<file path="config.mk">
export PLATFORM = sky130hd
export DESIGN_NAME = dma_req_select
export DESIGN_NICKNAME = d
export VERILOG_FILES = /design/src/rtl/dma_req_pkg.sv /design/src/rtl/dma_req_sync.sv /design/src/rtl/dma_req_src_decode.sv /design/src/rtl/dma_req_ext_detect.sv /design/src/rtl/dma_req_sw_trig.sv /design/src/rtl/dma_req_select.sv
export SDC_FILE = /design/constraint.sdc
export NUM_CORES = 1
export LEC_CHECK = 0
export ABC_CLOCK_PERIOD_IN_PS = 1250
export BUFFER_PORTS_ARGS = -buffer_cell sky130_fd_sc_hd__buf_2
export CORE_AREA = 2 2 39 41
export DETAILED_ROUTE_END_ITERATION = 12
export DIE_AREA = 0 0 41 43
export PLACE_DENSITY = 0.72
export SLEW_MARGIN = 25
export SYNTH_ARGS = -nofsm -noshare
export SYNTH_HDL_FRONTEND = slang
export SYNTH_SLANG_ARGS = --single-unit
</file>
<file path="constraint.sdc">
create_clock -name clk -period 1.25 [get_ports clk]
set_input_delay 0.1875 -clock clk [delete_from_list [all_inputs] [get_ports clk]]
set_output_delay 0.1875 -clock clk [all_outputs]
set_load 0.02 [all_outputs]
</file>
<file path="src/rtl/dma_req_pkg.sv">
package dma_req_pkg;

    typedef enum logic [1:0] {
        XT_BLOCK  = 2'b00,
        XT_STEP   = 2'b01,
        XT_BURST  = 2'b10,
        XT_DEMAND = 2'b11
    } xfer_type_t;

    typedef enum logic [1:0] {
        EX_OFF   = 2'b00,
        EX_WATCH = 2'b01,
        EX_PEND  = 2'b10
    } ext_state_t;

    typedef enum logic {
        SW_IDLE  = 1'b0,
        SW_ARMED = 1'b1
    } sw_state_t;

    // Pin codes: low bit chooses polarity (0: falling/high, 1: rising/low)
    localparam int unsigned PIN_CODE_A = 14;
    localparam int unsigned PIN_CODE_B = 15;

endpackage

</file>
<file path="src/rtl/dma_req_sync.sv">
module dma_req_sync #(
    parameter int STAGES = 2
) (
    input  logic clk,
    input  logic rst_n,
    input  logic pin_async,
    output logic pin_sync,
    output logic pin_prev
);
    logic [STAGES-1:0] chain;

    generate
        for (genvar g = 0; g < STAGES; g++) begin : g_stage
            if (g == 0) begin : g_first
                always_ff @(posedge clk) begin
                    if (!rst_n) chain[0] <= 1'b0;
                    else        chain[0] <= pin_async;
                end
            end else begin : g_next
                always_ff @(posedge clk) begin
                    if (!rst_n) chain[g] <= 1'b0;
                    else        chain[g] <= chain[g-1];
                end
            end
        end
    endgenerate

    always_ff @(posedge clk) begin
        if (!rst_n) pin_prev <= 1'b0;
        else        pin_prev <= chain[STAGES-1];
    end

    assign pin_sync = chain[STAGES-1];
endmodule

</file>
<file path="src/rtl/dma_req_src_decode.sv">
module dma_req_src_decode
    import dma_req_pkg::*;
#(
    parameter int IDX_W = 4
) (
    input  logic [IDX_W:0] src_sel,
    input  logic [1:0]     xfer_type,
    output logic           edge_mode,
    output logic           level_mode,
    output logic           pin_pol,
    output logic           per_sel,
    output logic [IDX_W-1:0] per_idx
);
    xfer_type_t xt;
    logic       pin_code;

    always_comb begin
        xt         = xfer_type_t'(xfer_type);
        pin_code   = (src_sel == (IDX_W+1)'(PIN_CODE_A)) ||
                     (src_sel == (IDX_W+1)'(PIN_CODE_B));
        pin_pol    = src_sel[0];
        per_sel    = src_sel[IDX_W];
        per_idx    = src_sel[IDX_W-1:0];
        edge_mode  = 1'b0;
        level_mode = 1'b0;
        if (pin_code) begin
            unique case (xt)
                XT_BLOCK, XT_STEP, XT_BURST: edge_mode  = 1'b1;
                XT_DEMAND:                   level_mode = 1'b1;
                default:                     edge_mode  = 1'b0;
            endcase
        end
    end

    // the two hardware paths never both selected
    always_comb begin
        a_r7_exclusive: assert (!(per_sel && (edge_mode || level_mode)));
    end
endmodule

</file>
<file path="src/rtl/dma_req_ext_detect.sv">
module dma_req_ext_detect
    import dma_req_pkg::*;
(
    input  logic clk,
    input  logic rst_n,
    input  logic edge_mode,
    input  logic level_mode,
    input  logic pin_pol,
    input  logic pin_sync,
    input  logic pin_prev,
    input  logic req_ack,
    output logic ext_req
);
    ext_state_t state, state_nxt;
    logic       edge_hit;
    logic       level_hit;

    always_comb begin
        edge_hit  = pin_pol ? (!pin_prev && pin_sync) : (pin_prev && !pin_sync);
        level_hit = level_mode && (pin_sync ^ pin_pol);
    end

    always_ff @(posedge clk) begin
        if (!rst_n) state <= EX_OFF;
        else        state <= state_nxt;
    end

    always_comb begin
        state_nxt = state;
        unique case (state)
            EX_OFF: begin
                if (edge_mode) state_nxt = EX_WATCH;
            end
            EX_WATCH: begin
                if (!edge_mode)    state_nxt = EX_OFF;
                else if (edge_hit) state_nxt = EX_PEND;
            end
            EX_PEND: begin
                if (!edge_mode)                state_nxt = EX_OFF;
                else if (req_ack && !edge_hit) state_nxt = EX_WATCH;
            end
            default: state_nxt = EX_OFF;
        endcase
    end

    always_comb begin
        ext_req = level_hit || ((state == EX_PEND) && edge_mode);
    end

    a_r2_pend_holds: assert property (@(posedge clk) disable iff (!rst_n)
        (state == EX_PEND && edge_mode && !req_ack) |=> (state == EX_PEND));

    a_r4_ack_clears: assert property (@(posedge clk) disable iff (!rst_n)
        (state == EX_PEND && edge_mode && req_ack && !edge_hit) |=> (state == EX_WATCH));

    a_r11_leave_discards: assert property (@(posedge clk) disable iff (!rst_n)
        (!edge_mode) |=> (state == EX_OFF || state == EX_WATCH) && state != EX_PEND);
endmodule

</file>
<file path="src/rtl/dma_req_sw_trig.sv">
module dma_req_sw_trig
    import dma_req_pkg::*;
(
    input  logic clk,
    input  logic rst_n,
    input  logic sw_trig_wr,
    input  logic req_ack,
    output logic sw_req
);
    sw_state_t state, state_nxt;

    always_ff @(posedge clk) begin
        if (!rst_n) state <= SW_IDLE;
        else        state <= state_nxt;
    end

    always_comb begin
        state_nxt = state;
        unique case (state)
            SW_IDLE:  if (sw_trig_wr)              state_nxt = SW_ARMED;
            SW_ARMED: if (req_ack && !sw_trig_wr)  state_nxt = SW_IDLE;
            default:  state_nxt = SW_IDLE;
        endcase
    end

    always_comb begin
        sw_req = (state == SW_ARMED);
    end

    a_r9_sw_holds: assert property (@(posedge clk) disable iff (!rst_n)
        (sw_req && !req_ack) |=> sw_req);

    a_r10_write_wins: assert property (@(posedge clk) disable iff (!rst_n)
        sw_trig_wr |=> sw_req);
endmodule

</file>
<file path="src/rtl/dma_req_select.sv">
module dma_req_select
    import dma_req_pkg::*;
#(
    parameter int IDX_W       = 4,
    parameter int SYNC_STAGES = 2,
    localparam int LINES      = 1 << IDX_W
) (
    input  logic             clk,
    input  logic             rst_n,
    input  logic [IDX_W:0]   src_sel,
    input  logic [1:0]       xfer_type,
    input  logic             ext_pin,
    input  logic [LINES-1:0] periph_irq,
    input  logic             sw_trig_wr,
    input  logic             req_ack,
    output logic             dma_req
);
    logic             edge_mode, level_mode, pin_pol, per_sel;
    logic [IDX_W-1:0] per_idx;
    logic             pin_sync, pin_prev;
    logic             ext_req, sw_req, per_req;
    logic [LINES-1:0] per_hits;

    dma_req_src_decode #(.IDX_W(IDX_W)) u_decode (
        .src_sel    (src_sel),
        .xfer_type  (xfer_type),
        .edge_mode  (edge_mode),
        .level_mode (level_mode),
        .pin_pol    (pin_pol),
        .per_sel    (per_sel),
        .per_idx    (per_idx)
    );

    dma_req_sync #(.STAGES(SYNC_STAGES)) u_sync (
        .clk       (clk),
        .rst_n     (rst_n),
        .pin_async (ext_pin),
        .pin_sync  (pin_sync),
        .pin_prev  (pin_prev)
    );

    dma_req_ext_detect u_ext (
        .clk        (clk),
        .rst_n      (rst_n),
        .edge_mode  (edge_mode),
        .level_mode (level_mode),
        .pin_pol    (pin_pol),
        .pin_sync   (pin_sync),
        .pin_prev   (pin_prev),
        .req_ack    (req_ack),
        .ext_req    (ext_req)
    );

    dma_req_sw_trig u_sw (
        .clk        (clk),
        .rst_n      (rst_n),
        .sw_trig_wr (sw_trig_wr),
        .req_ack    (req_ack),
        .sw_req     (sw_req)
    );

    generate
        for (genvar l = 0; l < LINES; l++) begin : g_line
            assign per_hits[l] = per_sel && (per_idx == IDX_W'(l)) && periph_irq[l];
        end
    endgenerate

    always_comb begin
        per_req = |per_hits;
        dma_req = ext_req || per_req || sw_req;
    end

    a_r7_periph_follow: assert property (@(posedge clk) disable iff (!rst_n)
        (src_sel[IDX_W] && !sw_req) |-> (dma_req == periph_irq[src_sel[IDX_W-1:0]]));

    a_r8_disabled_quiet: assert property (@(posedge clk) disable iff (!rst_n)
        (!src_sel[IDX_W] && src_sel != (IDX_W+1)'(PIN_CODE_A) &&
         src_sel != (IDX_W+1)'(PIN_CODE_B) && !sw_req) |-> !dma_req);
endmodule

</file>
==> impl_metrics.py, run 1 <==
metrics = {
    "synthesis": {
        "syn_area_um2": 437,
        "syn_nets": 71,
        "synth_top_area_share_pct": 27.5,
        "syn_area_per_cell_um2": 10.2,
        "synth_seq_cells": 6,
        "synth_cell_types": 23,
        "yosys_warnings": 0,
        "ys_async_sr_fraction_pct": 0,
        "ys.flop_type": "dfxtp_1",
        "syn_inst": 43,
        "synth_commonest_cells": "dfxtp_1, nand3_1, and2_1, mux4_2, nand2b_1",
        "synth.most_common_cell": "dfxtp_1",
        "ys_top_cells_by_area": "dfxtp_1, mux4_2, buf_6, mux2i_1, nand3_1",
        "yosysTopAreaCell": "dfxtp_1",
        "synth_edf_count": 0,
        "synth-seq-area-share_pct": 27.5,
    },
    "global_route": {
        "grt_first_pass_wirelength_um": 1780,
        "antenna_found_initial": 0,
        "grt_pass1_vias": 484,
        "overflow": 0,
        "grt_max_degree": 7,
        "grt_usage_pct": 15.1,
    },
    "cts": {
        "clk_pin_slew_ns": 0.04,
        "clockBufferDepth": 2,
        "cts_buffers": 3,
        "cts_setup_buffers": 0,
        "cts.sinks": 6,
        "cts_max_level": 1,
        "hold_buffers": 0,
        "insertion_delay_ns": 0.24,
        "root_buffer": "clkbuf_4",
        "cts_tree": "built",
    },
    "power": {
        "power-per-cell-area_nw_per_um2": 753,
        "leakagePower_nw": 0.341,
        "ir_worst_vdd_v": 0.000397,
    },
    "critical_path": {
        "critPathCaptureType": "output pin",
        "critPathMaxStageDelay_ns": 0.49,
        "slowest_stage": "mux4_2",
        "path_max_fanout": 4,
        "crit_path_start_kind": "input port",
        "required_ns": 1.06,
        "path_buf_inv": 2,
        "critical_path.top_delay_family": "multiplexers",
        "crit_type": "input port to output pin",
        "critical_path.cell_chain": "buf_6 > mux4_2 > nand2b_4 > nand3_2 > nand3_2 > buf_6",
        "arrival_ns": 1.20,
    },
    "final_layout": {
        "final_nets": 107,
        "final_area_um2": 711,
        "area_growth_pct": 62.8,
        "num_antenna_cells": 0,
        "fin_cells": 93,
        "drive_gt1_share_pct": 66.2,
    },
    "sta": {
        "holdWs_ns": 0.158,
        "slew_violations": 0,
        "period_needed_ns": 1.38,
        "hold_viol": 0,
        "tightest_slew_ns": 0.177,
        "finClkSkew_ns": 0.00173,
        "setup_violations": 1,
        "rsz0062_at_grt": "true",
        "post-route-period-util_pct": 111,
        "maxSlewHeadroom_pct": 87.9,
        "setup_slack_ns": -0.134,
        "fmax_mhz": 723,
    },
    "place": {
        "dp.final_hpwl_um": 870,
        "placed_cells": 90,
        "globalplace.congestion": 0.736,
        "io_buffers": 28,
        "placed_area_um2": 631,
    },
    "routing": {
        "ant_nets": 0,
        "firstDrtPassIters": 4,
        "num_vias": 448,
        "routedWlPerCell_um": 11.9,
        "vias_per_cell": 4.82,
        "drt_iter0_drc": 3,
        "routed_wl_um": 1110,
        "drc_errors": 0,
    },
    "floorplanning": {
        "die_x_um": 41,
        "ios": 29,
        "rows": 14,
        "core_um2": 1380,
        "die_h_um": 43,
        "initial_utilization_pct": 31.6,
        "die_area_um2": 1760,
    },
    "run": {
        "drv_cap": 0,
    },
    "hold_path": {
        "hold_class": "input port to flop",
    },
    "run_status": {
        "outcome": "finished, violations left",
        "violations": "setup timing",
    },
}
==> through the flow <==
stage / worst slack (ns) / total power, mW / utilization, % / TNS, ns
4_1_cts: -0.154 / 0.538 / 50.3 / -0.154
6_report: -0.134 / 0.535 / 51.4 / -0.134
5_1_grt: -0.206 / 0.570 / 51.4 / -0.206
3_5_place_dp: -0.217 / 0.343 / 45.6 / -0.370
3_3_place_gp: -0.210 / 0.341 / 45.6 / -0.293
2_1_floorplan: -0.0569 / 0.283 / - / -0.0569
==> flip-flops by register name, summed over array words and instances, names as in the netlist <==
| name | count |
|---|---|
| u_ext.state | 2 |
| u_sw.sw_req | 1 |
| u_sync.chain | 1 |
| u_sync.pin_prev | 1 |
| u_sync.pin_sync | 1 |
==> cell type report <==
cell class / instances / area [um2]
fillers: 129 / 673
well taps: 16 / 20.0
multi-input cells: 33 / 339
clock buffers: 3 / 22.5
flip-flops and latches: 6 / 121
inverters: 2 / 7.51
repair buffers: 33 / 200
==> repair_timing <==
| action | in CTS | in global routing |
|---|---|---|
| pin swaps | 3 | 1 |
| gates resized for setup | 10 | 3 |
| setup endpoints to repair | 1 | 1 |
| endpoints found under the hold margin | 0 | 0 |
==> routing by layer <==
layer	wire length [um]	vias up	GRT usage (%)
met5	0	-	0
met1	436	209	16.1
met4	0	0	12.0
met2	642	9	22.8
met3	26	0	4.71
li1	-	230	-
==> worst paths after layout <==
check / startpoint / end / slack, ns / depth (start not counted)
max: src_sel[1] / dma_req / -0.13 / 6
min: ext_pin / u_sync.chain[0] / 0.16 / 2
max reg2reg: u_sync.pin_sync / u_ext.state[0] / 0.07 / 4
min reg2reg: u_sync.chain[0] / u_sync.pin_sync / 0.44 / 1
==> power breakdown <==
| part | switching [mW] | total (mW) | internal (mW) |
|---|---|---|---|
| combinational | 0.0595 | 0.162 | 0.103 |
| clock | 0.0619 | 0.170 | 0.108 |
| sequential | 0.00422 | 0.203 | 0.199 |
| total | 0.126 | 0.535 | 0.410 |
==> cells in the final DEF (no fill, tap or decap), types with 2 or more instances in the layout <==
| cell type | count |
|---|---|
| and2_1 | 3 |
| buf_2 | 25 |
| buf_4 | 5 |
| buf_6 | 2 |
| clkbuf_4 | 3 |
| dfxtp_1 | 5 |
| inv_1 | 2 |
| mux2i_1 | 2 |
| mux4_2 | 3 |
| nand2b_4 | 2 |
| nand3_1 | 2 |
| nand3_2 | 2 |
| nand3b_1 | 2 |
| nor2_1 | 2 |
==> cell families (layout without fill, tap and decap cells) <==
group / after synthesis / in the layout / share of synthesized area, %
simple gates: 18 / 18 / 25.5
compound gates: 8 / 8 / 14.6
mux: 6 / 6 / 23.5
flops: 6 / 6 / 27.5
buf+inv: 4 / 38 / 6.88
xor+xnor: 1 / 1 / 2.01
No activity file was read; power rests on OpenSTA's default activity.
==> inputs of run 2 (changes only) <==
ABC_CLOCK_PERIOD_IN_PS = 1400   (was 1250)
PLACE_DENSITY = 0.69   (was 0.72)
clock period = 1.4 ns   (was 1.25 ns; I/O delays follow)
==> impl_metrics.py, run 2 (same netlist as run 1, synthesis figures left out) <==
metrics = {
    "final_layout": {
        "final_nets": 105,
        "final_common_cell": "buf_2",
        "largest_register_ffs": 2,
        "layout_common_cells": "buf_2, dfxtp_1",
        "area_growth_pct": 61.0,
        "num_antenna_cells": 0,
        "regMostFlops": "u_ext.state",
        "drive_gt1_share_pct": 66.7,
        "final_area_um2": 703,
        "fill_cells": 139,
    },
    "cts": {
        "cts_tree": "built",
        "clockBufferDepth": 2,
        "cts_setup_buffers": 0,
        "cts.sinks": 6,
        "root_buffer": "clkbuf_4",
        "insertion_delay_ns": 0.25,
        "cts_max_level": 1,
        "clk_pin_slew_ns": 0.05,
        "hold_buffers": 0,
        "cts_buffers": 3,
    },
    "critical_path": {
        "crit_type": "input port to output pin",
        "critPathMaxStageDelay_ns": 0.50,
        "rr_endpoint": "u_ext.state[0]",
        "slowest_stage": "mux4_2",
        "r2r_cells": 4,
        "reg2reg_slack_ns": 0.22,
        "path_max_fanout": 3,
        "critPathCaptureType": "output pin",
        "required_ns": 1.19,
        "arrival_ns": 1.22,
        "critical_path.cell_chain": "buf_8 > mux4_2 > o2111ai_2 > nand3_2 > buf_6",
        "crit_path_start_kind": "input port",
        "r2r_start": "u_sync.pin_sync",
    },
    "global_route": {
        "grt_first_pass_wirelength_um": 1660,
        "overflow": 0,
        "antenna_found_initial": 0,
        "grt_pass1_vias": 439,
        "grt_usage_pct": 13.6,
        "grt_max_degree": 7,
    },
    "routing": {
        "routedWlPerCell_um": 10.6,
        "routed_wl_um": 969,
        "ant_nets": 0,
        "drt_iter0_drc": 4,
        "num_vias": 421,
        "vias_per_cell": 4.63,
        "drc_errors": 0,
        "firstDrtPassIters": 4,
    },
    "sta": {
        "period_needed_ns": 1.43,
        "fmax_mhz": 701,
        "maxSlewHeadroom_pct": 88.7,
        "tightest_slew_ns": 0.170,
        "slew_violations": 0,
        "post-route-period-util_pct": 102,
        "setup_slack_ns": -0.0269,
        "rsz0062_at_grt": "true",
        "hold_viol": 0,
        "setup_violations": 1,
        "holdWs_ns": 0.174,
        "finClkSkew_ns": 0.00905,
        "setup_tns_ns": -0.0269,
    },
    "power": {
        "total_power_mw": 0.477,
        "leakagePower_nw": 0.333,
        "power-per-cell-area_nw_per_um2": 679,
        "ir_worst_vdd_v": 0.000494,
    },
    "floorplanning": {
        "ios": 29,
        "rows": 14,
        "die_area_um2": 1760,
        "core_um2": 1380,
        "initial_utilization_pct": 31.6,
        "die_h_um": 43,
        "die_x_um": 41,
    },
    "run_status": {
        "outcome": "finished, violations left",
        "violations": "setup timing",
    },
    "hold_path": {
        "hold_class": "input port to flop",
        "holdPathStages": 2,
        "holdCritStartpoint": "sw_trig_wr",
        "hold_end": "u_sw.sw_req",
    },
    "place": {
        "io_buffers": 28,
        "globalplace.congestion": 0.712,
        "placed_area_um2": 602,
    },
    "run": {
        "drv_cap": 0,
    },
}
-- run 2: cell count changes in the layout (fill, tap and decap cells not counted) --
cell,before,now
buf_4,5,3
a21oi_1,1,2
a21oi_2,1,0
dfxtp_1,5,4
dfxtp_4,0,1
nand2b_1,1,0
nand2b_4,2,3
-- run 2: worst max path at each step --
stage	cells past startpoint	end	startpoint
3_5_place_dp	6	dma_req	src_sel[1]
4_1_cts	5	dma_req	src_sel[0]
3_3_place_gp	5	dma_req	src_sel[0]
5_1_grt	5	dma_req	u_sync.pin_sync
6_report	5	dma_req	src_sel[0]
2_1_floorplan	5	dma_req	src_sel[0]
-- run 2: what timing repair did --
item | in CTS | in global routing
pin swaps | 2 | 3
gates cloned | 0 | 0
hold endpoints to repair | 0 | 0
resized for setup | 10 | 7
setup endpoints to repair | 1 | 1
-- run 2: cell type report --
cell class	instances	area, um2	share of cell area, %
multi-input combinational	33	343	48.8
timing repair buffer	31	185	26.3
sequential	6	125	17.8
clock buffer	3	22.5	3.20
tap	16	20.0	2.85
inverter	2	7.51	1.07
-- run 2: metal layers --
metal,vias to the layer above,wire (um),part of all wire (%),global-route usage (%)
met5,-,0,0,0
li1,224,-,-,-
met1,183,428,44,15.0
met4,0,0,0,8.00
met3,0,59,6.1,5.24
met2,14,481,50,20.9
-- run 2: worst max-delay path: cells and delay by family --
| kind | cells | cell delay (ns) |
|---|---|---|
| compound gates | 1 | 0.19 |
| buf+inv | 2 | 0.22 |
| mux | 1 | 0.50 |
| simple gates | 1 | 0.10 |
-- run 2: metrics by stage --
| stage | util [%] | std cells | worst slack [ns] |
|---|---|---|---|
| after CTS | 48.6 | 91 | -0.0513 |
| after global placement | 43.5 | 88 | -0.110 |
| after global routing | 50.8 | 91 | -0.0641 |
| final | 50.8 | 91 | -0.0269 |
| after floorplan | - | 43 | 0.0231 |
| after detailed placement | 43.5 | 88 | -0.122 |
-- run 2: power by group --
part | internal (mW) | leakage [nW] | total, mW | switching, mW
Sequential | 0.176 | 0.0504 | 0.179 | 0.00305
Combinational | 0.0888 | 0.269 | 0.139 | 0.0499
Clock | 0.0970 | 0.0138 | 0.159 | 0.0625
==> inputs of run 3 (changes only) <==
ABC_AREA = 1   (was default)
CORE_AREA = default   (was 2 2 39 41)
CORE_MARGIN = 3   (was default)
CORE_UTILIZATION = 37   (was default)
DIE_AREA = default   (was 0 0 41 43)
PLACE_DENSITY = 0.72   (was 0.69)
==> impl_metrics.py, run 3 <==
metrics = {
    "run_status": {
        "outcome": "finished, violations left",
        "violations": "setup timing",
    },
    "place": {
        "placed_cells": 133,
        "globalplace.congestion": 0.755,
        "io_buffers": 28,
        "placed_area_um2": 694,
        "pre_cts_ws_ns": -0.00623,
        "dp.final_hpwl_um": 1020,
    },
    "final_layout": {
        "final_nets": 152,
        "layout_common_cells": "nand2_1, buf_2, inv_1",
        "fill_cells": 158,
        "final_common_cell": "nand2_1",
        "register_area_um2": 120,
        "fin_cells": 137,
        "drive_gt1_share_pct": 39.3,
        "final_area_um2": 737,
        "num_antenna_cells": 0,
        "regMostFlops": "u_ext.state",
        "multi_input_area_um2": 360,
        "area_growth_pct": 32.1,
        "largest_register_ffs": 2,
    },
    "routing": {
        "ant_nets": 0,
        "firstDrtPassIters": 4,
        "vias_per_cell": 4.51,
        "num_vias": 618,
        "drt_iter0_drc": 9,
        "routedWlPerCell_um": 9.03,
        "drc_errors": 0,
        "routed_wl_um": 1240,
    },
    "floorplanning": {
        "rows": 13,
        "ios": 29,
        "die_h_um": 44.8,
        "die_x_um": 44.8,
        "die_area_um2": 2010,
        "initial_utilization_pct": 41.3,
        "core_um2": 1350,
    },
    "synthesis": {
        "synth_top_family_by_area": "simple AND/OR/NAND/NOR gates",
        "synth_compound_area_share_pct": 4.71,
        "ys_top_cells_by_area": "dfxtp_1, nand2_1, inv_1, nand3_1, nor2_1",
        "synth_mux_area_share_pct": 0,
        "yosysTopAreaCell": "dfxtp_1",
        "synth-seq-area-share_pct": 21.5,
        "synth_seq_cells": 6,
        "syn_inst": 92,
        "synth_edf_count": 0,
        "synthSimpleGateAreaFrac_pct": 58.1,
        "ys.flop_type": "dfxtp_1",
        "syn_area_um2": 558,
        "syn_nets": 120,
        "synth_cell_types": 21,
        "synth_commonest_cells": "nand2_1, inv_1, nand3_1, nor2_1, dfxtp_1",
        "yosys_warnings": 0,
        "syn_area_per_cell_um2": 6.07,
        "synthXorXnorAreaFrac_pct": 0,
        "synthAdderAreaFrac_pct": 0,
        "ys_async_sr_fraction_pct": 0,
        "synth_top_area_share_pct": 21.5,
        "synth.most_common_cell": "nand2_1",
    },
    "cts": {
        "cts.sinks": 6,
        "root_buffer": "clkbuf_4",
        "cts_tree": "built",
        "cts_buffers": 3,
        "clockBufferDepth": 2,
        "clk_pin_slew_ns": 0.04,
        "cts_max_level": 1,
        "insertion_delay_ns": 0.23,
    },
    "sta": {
        "rsz0062_at_grt": "true",
        "finClkSkew_ns": 0.00490,
        "fmax_mhz": 712,
        "setup_violations": 1,
        "holdWs_ns": 0.161,
        "tightest_slew_ns": 0.200,
        "slew_violations": 0,
        "setup_slack_ns": -0.00425,
        "hold_viol": 0,
        "setup_tns_ns": -0.00425,
        "post-route-period-util_pct": 100,
        "maxSlewHeadroom_pct": 86.6,
        "period_needed_ns": 1.40,
    },
    "global_route": {
        "grt_usage_pct": 13.2,
        "overflow": 0,
        "grt_first_pass_wirelength_um": 2030,
        "antenna_found_initial": 0,
        "grt_max_degree": 11,
        "grt_pass1_vias": 555,
    },
    "critical_path": {
        "required_ns": 1.19,
        "path_max_fanout": 3,
        "critPathCaptureType": "output pin",
        "crit_path_start_kind": "flop",
        "arrival_ns": 1.19,
        "crit_type": "flop to output pin",
    },
    "power": {
        "power-per-cell-area_nw_per_um2": 631,
        "ir_worst_vdd_v": 0.000492,
        "leakagePower_nw": 0.453,
    },
    "hold_path": {
        "hold_class": "input port to flop",
    },
    "run": {
        "drv_cap": 0,
    },
}
## run 3: per-stage QoR
step / total power [mW] / util [%]
4_1_cts: 0.466 / 53.3
3_3_place_gp: 0.309 / 51.4
2_1_floorplan: 0.261 / -
3_5_place_dp: 0.311 / 51.4
5_1_grt: 0.498 / 54.6
6_report: 0.465 / 54.6
## run 3: area by class of cell
class,count,share of cell area (%)
Clock buffer,3,3.06
Inverter,16,8.83
Sequential cell,6,16.3
Tap cell,15,2.55
Timing Repair Buffer,29,20.4
Multi-Input combinational cell,68,48.9
## run 3: worst max-delay path, cell delays in order, from the launching register on
cell and delay, ns:
dfxtp_1 0.32, nor2_2 0.13, inv_1 0.05, nand3_1 0.06, nor2_1 0.05, nor3_2 0.11, nand3_1 0.09, buf_2 0.16
## run 3: report_power, final
| group | switching, mW | internal [mW] |
|---|---|---|
| Clock | 0.0547 | 0.0965 |
| Combinational | 0.0729 | 0.0609 |
| Sequential | 0.00307 | 0.177 |
## run 3: final timing paths
kind	cells after the start	startpoint	slack [ns]	to
hold reg to reg	2	u_sync.chain[0]	0.41	u_sync.pin_sync
setup / recovery	7	u_sync.pin_sync	-0.004	dma_req
hold / removal	3	ext_pin	0.16	u_sync.chain[0]
setup reg to reg	7	u_sync.pin_sync	0.28	u_ext.state[1]
## run 3: kinds of logic (layout without fill, tap and decap cells)
family	count (synthesis)	in the layout
simple gates	64	64
buf+inv	18	48
flops	6	6
compound gates	4	4
## run 3: per-layer routing
layer  GRT usage [%]  routed length, um  vias up
met2            23.5                583       21
li1                -                  -      341
met1            16.0                548      256
met5               0                  0        -
met3            1.59                105        0
met4            5.26                  0        0
## run 3: what timing repair did
action	4_1_cts	5_1_grt
pin swaps	0	1
cloned	0	0
hold buffers	0	0
buffers inserted	0	1
gates resized for setup	1	3
endpoints found under the setup margin	1	1
